[src/rtl/line_cache_pkg.sv]
package line_cache_pkg;
  // strobes from the control to the datapath
  typedef struct packed {
    logic startFill;   // latch requested tag, drop validity
    logic captureWord; // store fillData at beatIdx
    logic finishFill;  // last word stored, line becomes valid
  } fillCtl_t;
endpackage

[src/rtl/line_cache_data.sv]
module line_cache_data
  import line_cache_pkg::*;
#(
  parameter int ADDR_W = 16,
  parameter int WORDS  = 8,
  localparam int IDX_W = $clog2(WORDS),
  localparam int OFF_W = IDX_W + 1,
  localparam int TAG_W = ADDR_W - OFF_W
) (
  input  logic              clk,
  input  logic              rstN,
  input  fillCtl_t          ctl,
  input  logic [IDX_W-1:0]  beatIdx,
  input  logic [15:0]       fillData,
  input  logic [ADDR_W-1:0] cpuAddr,
  input  logic              cpuWr,
  input  logic [7:0]        cpuWdata,
  output logic              hit,
  output logic [7:0]        rdata,
  output logic [TAG_W-1:0]  fillTag
);
  logic [15:0]      lineWords [WORDS];
  logic [TAG_W-1:0] lineTag;
  logic             lineValid;

  logic [TAG_W-1:0] reqTag;
  logic [IDX_W-1:0] wordSel;
  logic             byteSel;

  assign reqTag  = cpuAddr[ADDR_W-1:OFF_W];
  assign wordSel = cpuAddr[OFF_W-1:1];
  assign byteSel = cpuAddr[0];
  assign hit     = lineValid && (lineTag == reqTag);
  assign rdata   = byteSel ? lineWords[wordSel][15:8] : lineWords[wordSel][7:0];
  assign fillTag = lineTag;

  always_ff @(posedge clk) begin
    if (!rstN) begin
      lineValid <= 1'b0;
      lineTag   <= '0;
    end else if (ctl.startFill) begin
      lineValid <= 1'b0;
      lineTag   <= reqTag;
    end else if (ctl.finishFill) begin
      lineValid <= 1'b1;
    end
  end

  for (genvar i = 0; i < WORDS; i++) begin : gWord
    always_ff @(posedge clk) begin
      if (!rstN) begin
        lineWords[i] <= '0;
      end else if (ctl.captureWord && beatIdx == IDX_W'(i)) begin
        lineWords[i] <= fillData;
      end else if (cpuWr && hit && wordSel == IDX_W'(i)) begin
        if (byteSel) lineWords[i][15:8] <= cpuWdata;
        else         lineWords[i][7:0]  <= cpuWdata;
      end
    end
  end

  assert_fill_drops_line_R2: assert property (@(posedge clk) disable iff (!rstN)
    ctl.startFill |=> !lineValid);
  assert_line_valid_after_fill_R4: assert property (@(posedge clk) disable iff (!rstN)
    ctl.finishFill |=> lineValid && $stable(lineTag));
  assert_tag_kept_R5: assert property (@(posedge clk) disable iff (!rstN)
    !ctl.startFill |=> $stable(lineTag));
endmodule

[src/rtl/line_cache_ctrl.sv]
module line_cache_ctrl
  import line_cache_pkg::*;
#(
  parameter int WORDS  = 8,
  localparam int IDX_W = $clog2(WORDS)
) (
  input  logic             clk,
  input  logic             rstN,
  input  logic             cpuRd,
  input  logic             hit,
  input  logic             fillValid,
  output fillCtl_t         ctl,
  output logic [IDX_W-1:0] beatIdx,
  output logic             fillReq,
  output logic             cpuWait
);
  typedef enum logic {IDLE, FILL} state_t;
  state_t state;

  assign cpuWait         = cpuRd && !hit;
  assign fillReq         = (state == FILL);
  assign ctl.startFill   = (state == IDLE) && cpuRd && !hit;
  assign ctl.captureWord = (state == FILL) && fillValid;
  assign ctl.finishFill  = ctl.captureWord && (beatIdx == IDX_W'(WORDS - 1));

  always_ff @(posedge clk) begin
    if (!rstN) begin
      state   <= IDLE;
      beatIdx <= '0;
    end else begin
      if (ctl.startFill) begin
        state   <= FILL;
        beatIdx <= '0;
      end else if (ctl.finishFill) begin
        state   <= IDLE;
        beatIdx <= '0;
      end else if (ctl.captureWord) begin
        beatIdx <= beatIdx + 1'b1;
      end
    end
  end

  assert_req_held_R3: assert property (@(posedge clk) disable iff (!rstN)
    (fillReq && !ctl.finishFill) |=> fillReq);
  assert_wait_in_fill_R3: assert property (@(posedge clk) disable iff (!rstN)
    (fillReq && cpuRd) |-> cpuWait);
  assert_req_released_R4: assert property (@(posedge clk) disable iff (!rstN)
    ctl.finishFill |=> !fillReq);
  assert_miss_starts_fill_R2: assert property (@(posedge clk) disable iff (!rstN)
    (cpuWait && !fillReq) |=> fillReq);
endmodule

[src/rtl/line_cache.sv]
module line_cache
  import line_cache_pkg::*;
#(
  parameter int ADDR_W = 16,
  parameter int WORDS  = 8,
  localparam int IDX_W = $clog2(WORDS),
  localparam int OFF_W = IDX_W + 1,
  localparam int TAG_W = ADDR_W - OFF_W
) (
  input  logic              clk,
  input  logic              rstN,
  input  logic              cpuRd,
  input  logic              cpuWr,
  input  logic [ADDR_W-1:0] cpuAddr,
  input  logic [7:0]        cpuWdata,
  output logic [7:0]        cpuRdata,
  output logic              cpuWait,
  output logic              fillReq,
  output logic [TAG_W-1:0]  fillAddr,
  input  logic              fillValid,
  input  logic [15:0]       fillData,
  output logic              postWr,
  output logic [ADDR_W-1:0] postAddr,
  output logic [7:0]        postData
);
  fillCtl_t         ctl;
  logic [IDX_W-1:0] beatIdx;
  logic             hit;

  line_cache_ctrl #(.WORDS(WORDS)) ctrl (
    .clk, .rstN, .cpuRd, .hit, .fillValid,
    .ctl, .beatIdx, .fillReq, .cpuWait
  );

  line_cache_data #(.ADDR_W(ADDR_W), .WORDS(WORDS)) data (
    .clk, .rstN, .ctl, .beatIdx, .fillData, .cpuAddr, .cpuWr, .cpuWdata,
    .hit, .rdata(cpuRdata), .fillTag(fillAddr)
  );

  // posted write: one registered pulse toward the downstream write queue
  always_ff @(posedge clk) begin
    if (!rstN) begin
      postWr   <= 1'b0;
      postAddr <= '0;
      postData <= '0;
    end else begin
      postWr <= cpuWr;
      if (cpuWr) begin
        postAddr <= cpuAddr;
        postData <= cpuWdata;
      end
    end
  end

  assert_write_posted_R7: assert property (@(posedge clk) disable iff (!rstN)
    cpuWr |=> postWr && postAddr == $past(cpuAddr) && postData == $past(cpuWdata));
  assert_write_no_stall_R7: assert property (@(posedge clk) disable iff (!rstN)
    (cpuWr && !cpuRd) |-> !cpuWait);
endmodule

[config.mk]
export PLATFORM = sky130hd
export DESIGN_NAME = line_cache
export DESIGN_NICKNAME = d
export VERILOG_FILES = /design/src/rtl/line_cache_pkg.sv /design/src/rtl/line_cache_data.sv /design/src/rtl/line_cache_ctrl.sv /design/src/rtl/line_cache.sv
export SDC_FILE = /design/constraint.sdc
export NUM_CORES = 1
export LEC_CHECK = 0
export ABC_AREA = 1
export BUFFER_PORTS_ARGS = -buffer_cell sky130_fd_sc_hd__buf_2
export CAP_MARGIN = 10
export CORE_MARGIN = 2
export CORE_UTILIZATION = 55
export DETAILED_ROUTE_END_ITERATION = 12
export PLACE_DENSITY = 0.87
export SLEW_MARGIN = 20
export SYNTH_ARGS = -nofsm -noshare
export SYNTH_HDL_FRONTEND = slang
export SYNTH_SLANG_ARGS = --single-unit
[constraint.sdc]
create_clock -name clk -period 2.25 [get_ports clk]
set_input_delay 0.225 -clock clk [delete_from_list [all_inputs] [get_ports clk]]
set_output_delay 0.225 -clock clk [all_outputs]
set_load 0.02 [all_outputs]
* Yosys cells after proc, flatten, opt, wreduce, memory -nomap -nowiden *
Memory sizes are Yosys's and may differ from the RTL's.
Index checks and enable logic that the tools add are counted.

storage, ports and cells
  bits of input ports = 45
  flip-flop bits (word level) = 42
  memories = 1
  RAM bits = 128
  logic and storage cells = 196

memory list
  memory          depth  width  rd ports  clocked after memory_dff  wr ports  RTL line               source
  data.lineWords  8      16     1         0                         8         line_cache_data.sv:22  logic [15:0] lineWords [WORDS];

operators by class
  $add $sub $neg = 1
  bitwise gates (word level) = 26
  multiplexer cells = 118
  equal/unequal tests = 15
  reduce and logical (&&, ||, !) cells = 28

operators by type and width
  cell                                                             number
  8-bit two-way mux                                                17
  16-bit two-way mux                                               8
  1-bit two-way mux                                                93
  3-bit == test, second input constant                             8
  1-bit bitwise OR                                                 24
  1-bit logical AND                                                22
  12-bit == test                                                   1
  3-bit by 2-bit == test with 1-bit output, second input constant  4
  3-bit by 1-bit == test with 1-bit output, second input constant  2
  3-bit zero test                                                  2
  3-bit by 1-bit adder with 3-bit output, second input constant    1
  3-bit OR reduction                                               1
  1-bit inverter                                                   2
  2-bit nonzero test                                               1
  2-bit OR reduction                                               1
  1-bit zero test                                                  1

* Longest topological paths before layout *
Gate-level depths: netlist of run 1.

  word-level depth = 9
  mapped depth = 11

* Modules after synthesis *
Synthesis of run 1 repeated with hierarchy kept, for this count alone.

second synthesis, totals
  cell total of the unflattened synthesis = 1239
  area, all modules = 9605.5 µm²

modules (own cells, without submodules)
  module           cells an instance  seq. area each (µm²)  instances  area an instance (µm²)
  line_cache_data  1050               4103.9                1          8369.3
  line_cache       155                500.5                 1          1003.5
  line_cache_ctrl  34                 80.1                  1          232.7

* Worst setup path before layout of run 1 *
Ideal clock, no wire load.

  path kind = flip-flop to flip-flop
  start point = register data.lineTag[2], in the netlist data.fillTag[2]
  end point = memory data.lineWords[6][0] (enable)
  slack = 0.146 ns
  setup time = 0.329 ns
  required time = 1.921 ns
  stages on the path, launching flop included = 12
  buffers on the path = 1
  data arrival time = 1.776 ns
  cells stage by stage = dfxtp_1 -> inv_1 -> nand2_1 -> nand2_2 -> nor2_2 -> nand2_1 -> nor2_2 -> nand3_4 -> nor2_8 -> buf_6 -> nand3_1 -> nand2_1

RTL lines
  what                      RTL line               source
  start: declaration        line_cache_data.sv:23  logic [TAG_W-1:0] lineTag;
  start signal: assignment  line_cache_data.sv:43  lineTag <= reqTag;
  end: declaration          line_cache_data.sv:22

* Worst setup path in the final report of run 1 *
  start point = input port cpuAddr[1]
  end point = output port cpuRdata[7]

on the way
  word-level cells in the longest chain between the ends = 2

ends and longest elaborated chain
  what                    RTL line               source
  start: declaration      line_cache.sv:14       input logic [ADDR_W-1:0] cpuAddr,
  memory read 8 x 16 bit  -
  8-bit two-way mux       line_cache_data.sv:34  assign rdata = byteSel ? lineWords[wordSel][15:8] : lineWords[wordSel][7:0];
  end: declaration        line_cache.sv:16       output logic [7:0] cpuRdata,

No other way between the ends.

==> results.cfg, run 1 <==
[critical_path]
cp.required_ns = 2.03
cp_max_fo = 32
cp-start-kind = input port
slowest_delay_ns = 0.44
cp.arrival_ns = 1.93
path_cells = buf_2, nand2_1, inv_1, buf_12, nand2_1, a41oi_1, o21ai_0, nand2_1, buf_2
crit_slowest_cell = o21ai_0
crit_path_frequent_cell = nand2_1
cp-end-kind = output port
path_class = input port to output port

[timing]
setup_ws_ns = 0.09751
setup_violations = 0
hold_slack_ns = 0.05495
slew_headroom_pct = 27.67
slew_violations = 0
worstMarginPinSlew_ns = 1.081
period_needed_ns = 2.152
rsz0062_at_grt = true
fin_crit_sh_pct = 95.67
hold_viol_final = 0
clock.fmax_ghz = 0.4646
finalSetupTns_ns = 0
skew_ns = 0.008195

[run_status]
status = finished, final reports clean

[die]
die_area_um2 = 18700
die_w_um = 136.7
ios = 92
die_y_um = 136.7
rows = 48
core_um2 = 17240
initial_utilization_pct = 56.21

[routing]
dr.pass1.iters = 7
finalWirelength_mm = 28.97
ant_nets = 0
vias = 9071
avgViaCountPerCell = 6.117
drc_errors = 0
dr.first_iter.drc_count = 1245
wl_per_cell_um = 19.53

[worst_hold_path]
hold_path_class = input port to flip-flop

[power_and_ir_drop]
switching_share_pct = 27.60
cellLeakagePower_nw = 4.987
power_w = 0.007321
clkPwrFrac_pct = 38.6
p_sw_w = 0.002021
seq_power_share_pct = 48.7
p_per_area_nw_per_um2 = 675.0
peakVddDrop_mv = 0.5403
p_int_w = 0.005300
combinationalPowerShare_pct = 12.8

[grt]
grt_first_pass_wirelength_mm = 45.19
grtUsageTotal_pct = 31.99
overflow = 0
antenna_found_initial = 1
grt_pass1_vias = 8356
grt_max_degree = 50

[synthesis]
syn_area_per_cell_um2 = 8.204
ys_seq_elements = 170
mappedNetlistArea_um2 = 9689
yosysSeqAreaShare_pct = 48.35
synth-edff-count = 128
syn_inst = 1181
async_flop_share_pct = 0
synthFlopType = edfxtp_1
ys_warn_count = 0
yosysUniqueCellTypes = 42
synth_nets = 1232

[placement]
port_buffers = 91
place_ws_ns = 0.07404
post-dp-hpwl_mm = 19.23
routabilityCongestion = 0.9495

[cells_and_area]
nFillCells = 1347
layout.nets = 1295
multi_input_area_um2 = 4146
drive_gt1_share_pct = 18.70
seq_area_um2 = 4684
synthToLayoutAreaGrowth_pct = 11.93
final_core_util_pct = 62.92

[cts]
numCtsBuffers = 17
cts_hold_buf = 0
path_clk_slew_ns = 0.07
root_buffer = clkbuf_16
cts_tree = built
cts.htree.levels = 4
clock-sinks = 170
clk-insertion-delay-late_ns = 0.44
cts_buffer_depth = 2

[run]
cap_violations = 0
per-layer routing:
metal	wire, µm	track usage (%)	vias to the layer above
met2	13130	49.69	702
met3	3858	7.519	149
met4	1590	16.84	0
met5	0	0	-
li1	-	-	4139
met1	10390	41.68	4081
critical path: cells and delay by family:
kind | cells | cell delay (ns)
AO/OA/AOI/OAI | 2 | 0.61
AND/OR/NAND/NOR | 3 | 0.43
buffers and inverters | 4 | 0.64
cell families (layout without fill, tap and decap cells):
kind of cell	count (synthesis)	after routing	share of synthesized area [%]
simple gates	717	717	34.41
fa+ha+maj	6	6	0.7748
other cells	0	1	0
flops	170	170	48.35
buf+inv	168	244	9.298
compound gates	120	120	7.167
sequential cells by signal (all words and copies together) (netlist names):
| signal | cells |
|---|---|
| data.lineValid | 1 |
| data.lineWords | 128 |
| ctrl.beatIdx | 3 |
| postData | 8 |
| postWr | 1 |
| data.fillTag | 12 |
| ctrl.fillReq | 1 |
| postAddr | 16 |
metrics by stage:
step	area (µm²)	cells
6_report	10850	1483
5_1_grt	10850	1483
4_1_cts	10790	1480
3_5_place_dp	10230	1448
3_3_place_gp	10230	1448
2_1_floorplan	9689	1181
path summary, 6_finish.rpt:
kind,startpoint,to,slack (ns),depth (start not counted)
worst max-delay path,cpuAddr[1],cpuRdata[7],0.1,9
worst min register to register,data.fillTag[10],data.fillTag[10],0.49,2
worst max register to register,data.fillTag[11],data.lineWords[1][7],0.12,10
worst min-delay path,cpuAddr[15],postAddr[15],0.05,3
placed cells by master, fill, tap and decap left out, types with 5 or more instances in the layout:
| master | netlist | routed |
|---|---|---|
| inv_1 | 61 | 61 |
| nand2_2 | 5 | 17 |
| dfxtp_1 | 42 | 42 |
| ha_1 | 6 | 6 |
| a31oi_1 | 5 | 5 |
| nor2_1 | 43 | 38 |
| inv_2 | 7 | 7 |
| nor2_2 | 10 | 15 |
| buf_12 | 1 | 5 |
| nand4_1 | 122 | 122 |
| clkinv_2 | 0 | 5 |
| edfxtp_1 | 128 | 128 |
| nor2_4 | 7 | 7 |
| o21ai_0 | 51 | 51 |
| nand2_1 | 471 | 459 |
| a41oi_1 | 14 | 14 |
| a22oi_1 | 6 | 6 |
| clkbuf_16 | 0 | 19 |
| nand3_1 | 38 | 38 |
| nor3_1 | 5 | 5 |
| a21oi_1 | 37 | 37 |
| buf_4 | 7 | 47 |
| buf_2 | 29 | 91 |
timing repair:
item	CTS	global route
setup buffers	0	2
setup endpoints to repair	0	119
gates resized for setup	0	13
power by group through the flow:
stage / sequential, W / clock, W / combinational [W]
floorplan: 0.00367 / 0 / 0.000526
global placement: 0.00362 / 0 / 0.000886
detailed placement: 0.00363 / 0 / 0.000899
CTS: 0.00356 / 0.00279 / 0.000902
global route: 0.00358 / 0.00292 / 0.000992
finish: 0.00356 / 0.00282 / 0.000934
cell type report:
type,count,share of cell area (%)
Tap cell,225,2.596
Sequential cell,170,43.19
Multi-Input combinational cell,843,38.23
Timing Repair Buffer,143,8.376
Inverter,69,2.388
Clock inverter,12,0.7730
Clock buffer,20,4.419
Antenna cell,1,0.02307
cells in the mapped netlist, types with 2 or more instances:
cell,count,area (µm²)
nor3_1,5,25.02
nor4_4,4,85.08
nor2_8,4,80.08
nor2_4,7,78.83
a22oi_1,6,45.04
ha_1,6,75.07
nor2_1,43,161.4
clkbuf_4,3,22.52
clkbuf_8,5,68.82
o211ai_1,2,15.01
clkbuf_1,31,116.4
buf_2,29,145.1
a41oi_1,14,122.6
nand2_1,471,1768
dfxtp_1,42,840.8
nand3_1,38,190.2
a31oi_1,5,31.28
nand4_1,122,763.2
o21ai_0,51,255.2
nor2_2,10,62.56
nand2_2,5,31.28
buf_1,6,22.52
buf_4,7,52.55
buf_6,10,112.6
nand4_2,2,25.02
clkdlybuf4s25_2,5,50.05
inv_2,7,26.28
o221ai_1,4,35.03
edfxtp_1,128,3844
inv_1,61,229.0
a21oi_1,37,185.2
Power figures use the tool's default switching activity.
==> inputs of run 2 (changes only) <==
Settings changed: CELL_PAD_IN_SITES_DETAIL_PLACEMENT from default to 1, CELL_PAD_IN_SITES_GLOBAL_PLACEMENT from default to 1, CORE_UTILIZATION 55 to 45, PLACE_DENSITY 0.87 to 0.92.
==> run 2 against run 1 <==
  * Utilization decreased by 11 points
  * Design area is 1.4% higher
  * Combinational power is 8% higher
  * Sequential power about the same
  * Wire length grew 29%
  * Critical endpoint is now data.lineWords[2][4]
  * Largest cell class unchanged
  * Highest routed layer unchanged
==> results.cfg, run 2 (same netlist as run 1, synthesis figures left out) <==
[grt]
grt_max_degree = 72
grt_first_pass_wirelength_mm = 56.56
grtUsageTotal_pct = 33.39
overflow = 0
antenna_found_initial = 2
grt_pass1_vias = 10080

[routing]
drc_errors = 0
ant_nets = 0
avgViaCountPerCell = 6.231
finalWirelength_mm = 37.41
wl_per_cell_um = 24.31
vias = 9589
dr.first_iter.drc_count = 1052
dr.pass1.iters = 8

[critical_path]
cp-end-kind = flip-flop
cp.required_ns = 2.56
r2r_setup_slack_ns = 0.01
path_class = flip-flop to flip-flop
cp_max_fo = 16
r2r_cells = 5
cp.arrival_ns = 2.55
cp-start-kind = flip-flop

[cells_and_area]
layout_commonest_cell = nand2_1
final_core_util_pct = 52.15
mostFrequentLayoutCells = nand2_1 (458), edfxtp_1 (128), nand4_1 (122), buf_2 (91), inv_1 (60)
diodes = 0
drive_gt1_share_pct = 19.46
final_area_um2 = 11000
largest-register = data.lineWords
largest_register_ffs = 128
synthToLayoutAreaGrowth_pct = 13.51
layout.nets = 1303

[power_and_ir_drop]
power_w = 0.007472
p_per_area_nw_per_um2 = 679.4
cellLeakagePower_nw = 5.016
peakVddDrop_mv = 0.5590

[cts]
numCtsBuffers = 17
cts_tree = built
path_clk_slew_ns = 0.07
cts_hold_buf = 0
clk-insertion-delay-late_ns = 0.45
cts_buffer_depth = 2
clock-sinks = 170
root_buffer = clkbuf_16
cts.htree.levels = 4

[die]
initial_utilization_pct = 45.95
core_um2 = 21090
rows = 53
die_y_um = 150.7
ios = 92
die_area_um2 = 22720
die_w_um = 150.7

[timing]
worstMarginPinSlew_ns = 1.182
slew_violations = 0
clock.fmax_ghz = 0.4464
skew_ns = 0.01217
setup_violations = 0
fin_crit_sh_pct = 99.56
hold_viol_final = 0
period_needed_ns = 2.240
slew_headroom_pct = 20.59
setup_ws_ns = 0.009865
finalSetupTns_ns = 0

[run]
cap_violations = 0

[placement]
post-dp-hpwl_mm = 23.92
place_ws_ns = 0.02231
port_buffers = 91
routabilityCongestion = 0.8713
place_area_um2 = 10310

[run_status]
status = finished, final reports clean

[worst_hold_path]
hold_path_class = input port to flip-flop
hold_depth = 3
-- run 2: cell count changes in the layout (fill, tap and decap cells not counted), sizes merged, moves of 2 or more --
cell / change
clkinvlp: +3
clkinv: -2
clkbuf: -2
buf: +8
-- run 2: final timing paths --
path,from,end
max,ctrl.fillReq,data.lineWords[2][4]
min,cpuAddr[13],postAddr[13]
max reg2reg,ctrl.fillReq,data.lineWords[2][4]
min reg2reg,data.fillTag[8],data.fillTag[8]
-- run 2: final cells by class --
type                       count  area [µm²]
timing repair buffer         151       984.7
multi-input combinational    843        4174
clock buffer                  18       429.2
fill                        2557       10090
sequential                   170        4686
clock inverter                13       121.4
inverter                      69       259.0
tap                          275       344.1
-- run 2: metrics by stage --
| stage | hold WS (ns) | std cells |
|---|---|---|
| 6_report | 0.06093 | 1539 |
| 5_1_grt | 0.06220 | 1539 |
| 4_1_cts | 0.05881 | 1532 |
| 3_5_place_dp | 0.4883 | 1501 |
| 3_3_place_gp | 0.4731 | 1501 |
| 2_1_floorplan | 0.3573 | 1181 |
-- run 2: power by group --
part           switching [W]  total, W  internal (W)  leakage [nW]
clock                0.00136   0.00289       0.00153         0.263
sequential         0.0000691   0.00357       0.00350          1.67
combinational       0.000754   0.00101      0.000256          3.08
total                0.00218   0.00747       0.00529          5.02
-- run 2: worst max-delay path: stages, from the launching register on --
cell,delay (ns)
dfxtp_1,0.42
nand2_4,0.15
buf_4,0.20
nor4_4,1.00
nand2_1,0.19
nand2_1,0.14
-- run 2: timing repair --
action,CTS,global route
pin swaps,0,5
endpoints found under the setup margin,14,126
buffers inserted,0,7
gates cloned,0,0
gates resized for setup,3,21
hold endpoints to repair,0,0
-- run 2: metal layers --
metal	track usage [%]	share of wire (%)
met1	39.70	36
met2	54.80	48
met3	8.515	11
met4	19.39	5.0
met5	0	0
==> inputs of run 3 (changes only) <==
Settings changed: CORE_MARGIN 2 to 1.
==> run 3 against run 2 <==
  * Utilization increased by 0.27 points
  * Total power increased by 1.4%
  * First-iteration DRC count increased by 12%
  * Sequential power about the same
  * Largest cell class unchanged
  * Die area decreased by 2.6%
  * Highest routed layer is now met5
  * Critical endpoint is now cpuRdata[4]
  * Critical path type is now input port to output port
==> results.cfg, run 3 (same netlist as run 1, synthesis figures left out) <==
[cells_and_area]
diodes = 0
synthToLayoutAreaGrowth_pct = 14.10
drive_gt1_share_pct = 19.76
nFillCells = 2553
layout.nets = 1309
largest-register = data.lineWords
mostFrequentLayoutCells = nand2_1 (460), edfxtp_1 (128), nand4_1 (122), buf_2 (91), inv_1 (60)
largest_register_ffs = 128
layout_commonest_cell = nand2_1

[routing]
drc_errors = 0
dr.pass1.iters = 6
avgViaCountPerCell = 6.309
ant_nets = 0
finalWirelength_mm = 37.61
vias = 9748
wl_per_cell_um = 24.34
dr.first_iter.drc_count = 1180

[cts]
clock-sinks = 170
cts_tree = built
numCtsBuffers = 17
clk-insertion-delay-late_ns = 0.45
root_buffer = clkbuf_16
cts.htree.levels = 4
path_clk_slew_ns = 0.07
cts_buffer_depth = 2

[grt]
grt_max_degree = 47
grt_pass1_vias = 10070
grtUsageTotal_pct = 34.86
overflow = 0
antenna_found_initial = 2
grt_first_pass_wirelength_mm = 57.08

[placement]
routabilityCongestion = 0.8756
post-dp-hpwl_mm = 24.25
port_buffers = 91

[run]
cap_violations = 0

[die]
core_um2 = 21090
rows = 53
die_w_um = 148.7
ios = 92
die_area_um2 = 22120
die_y_um = 148.7
initial_utilization_pct = 45.95

[worst_hold_path]
min-delay-start = cpuAddr[13]
hold_path_class = input port to flip-flop

[timing]
period_needed_ns = 2.204
slew_headroom_pct = 25.36
clock.fmax_ghz = 0.4538
hold_slack_ns = 0.05502
hold_viol_final = 0
slew_violations = 0
skew_ns = 0.01292
setup_violations = 0
worstMarginPinSlew_ns = 1.111
fin_crit_sh_pct = 97.94

[critical_path]
cp.required_ns = 2.03
cp-end-kind = output port
cp-start-kind = input port
r2r-start = ctrl.beatIdx[2]
path_class = input port to output port
startpoint = cpuAddr[1]
cp.arrival_ns = 1.98
cp_max_fo = 4

[power_and_ir_drop]
power_w = 0.007574
peakVddDrop_mv = 0.5900
p_per_area_nw_per_um2 = 685.1
cellLeakagePower_nw = 5.062

[run_status]
status = finished, final reports clean
run 3: cell types whose count changed in the layout (fill, tap and decap cells not counted), moves of 2 or more:
| cell | change |
|---|---|
| clkinvlp_4 | -2 |
| nand2_1 | +2 |
| nand2_4 | -3 |
| buf_4 | +5 |
run 3: what timing repair did:
action,CTS,global route
setup endpoints to repair,20,115
cloned,0,0
hold buffers,0,0
gates resized for setup,2,16
pin swaps,1,3
buffers inserted,4,3
run 3: worst max-delay path, cell delays in order:
cell	delay [ns]
buf_2	0.13
nor2_2	0.29
inv_1	0.22
o21ai_0	0.26
a21oi_1	0.12
a31oi_1	0.30
o21ai_0	0.20
nand2_1	0.09
buf_2	0.16
run 3: routing by layer:
layer | routed length, µm | GRT usage [%]
met1 | 13040 | 41.28
met2 | 17700 | 56.80
met3 | 4518 | 9.144
met4 | 2332 | 21.12
met5 | 13 | 0
run 3: layout make-up:
| type | count | area (µm²) | area share [%] |
|---|---|---|---|
| Clock buffer | 18 | 429.2 | 3.882 |
| Clock inverter | 13 | 142.6 | 1.290 |
| Inverter | 69 | 259.0 | 2.343 |
| Multi-Input combinational cell | 843 | 4151 | 37.55 |
| Sequential cell | 170 | 4687 | 42.39 |
| Tap cell | 275 | 344.1 | 3.112 |
| Timing Repair Buffer | 157 | 1042 | 9.427 |
run 3: final timing paths:
| path | to | slack [ns] | cells after the start |
|---|---|---|---|
| min | postAddr[13] | 0.06 | 3 |
| max | cpuRdata[4] | 0.05 | 9 |
| min reg2reg | data.fillTag[3] | 0.49 | 2 |
| max reg2reg | data.lineWords[5][10] | 0.06 | 8 |
run 3: report_power, final:
part	internal [W]	total [W]	switching (W)
clock	0.00164	0.00299	0.00134
sequential	0.00350	0.00357	0.0000669
combinational	0.000261	0.00102	0.000757
run 3: through the flow:
step	TNS, ns	setup slack (ns)	util [%]	cells	area [µm²]
2_1_floorplan	0	0.1457	-	1181	9689
4_1_cts	0	0.02370	52.12	1542	10990
3_5_place_dp	-0.06261	-0.008524	49.19	1507	10370
3_3_place_gp	0	0.1452	49.19	1507	10370
5_1_grt	-0.1503	-0.01381	52.43	1545	11060
6_report	0	0.04627	52.43	1545	11060
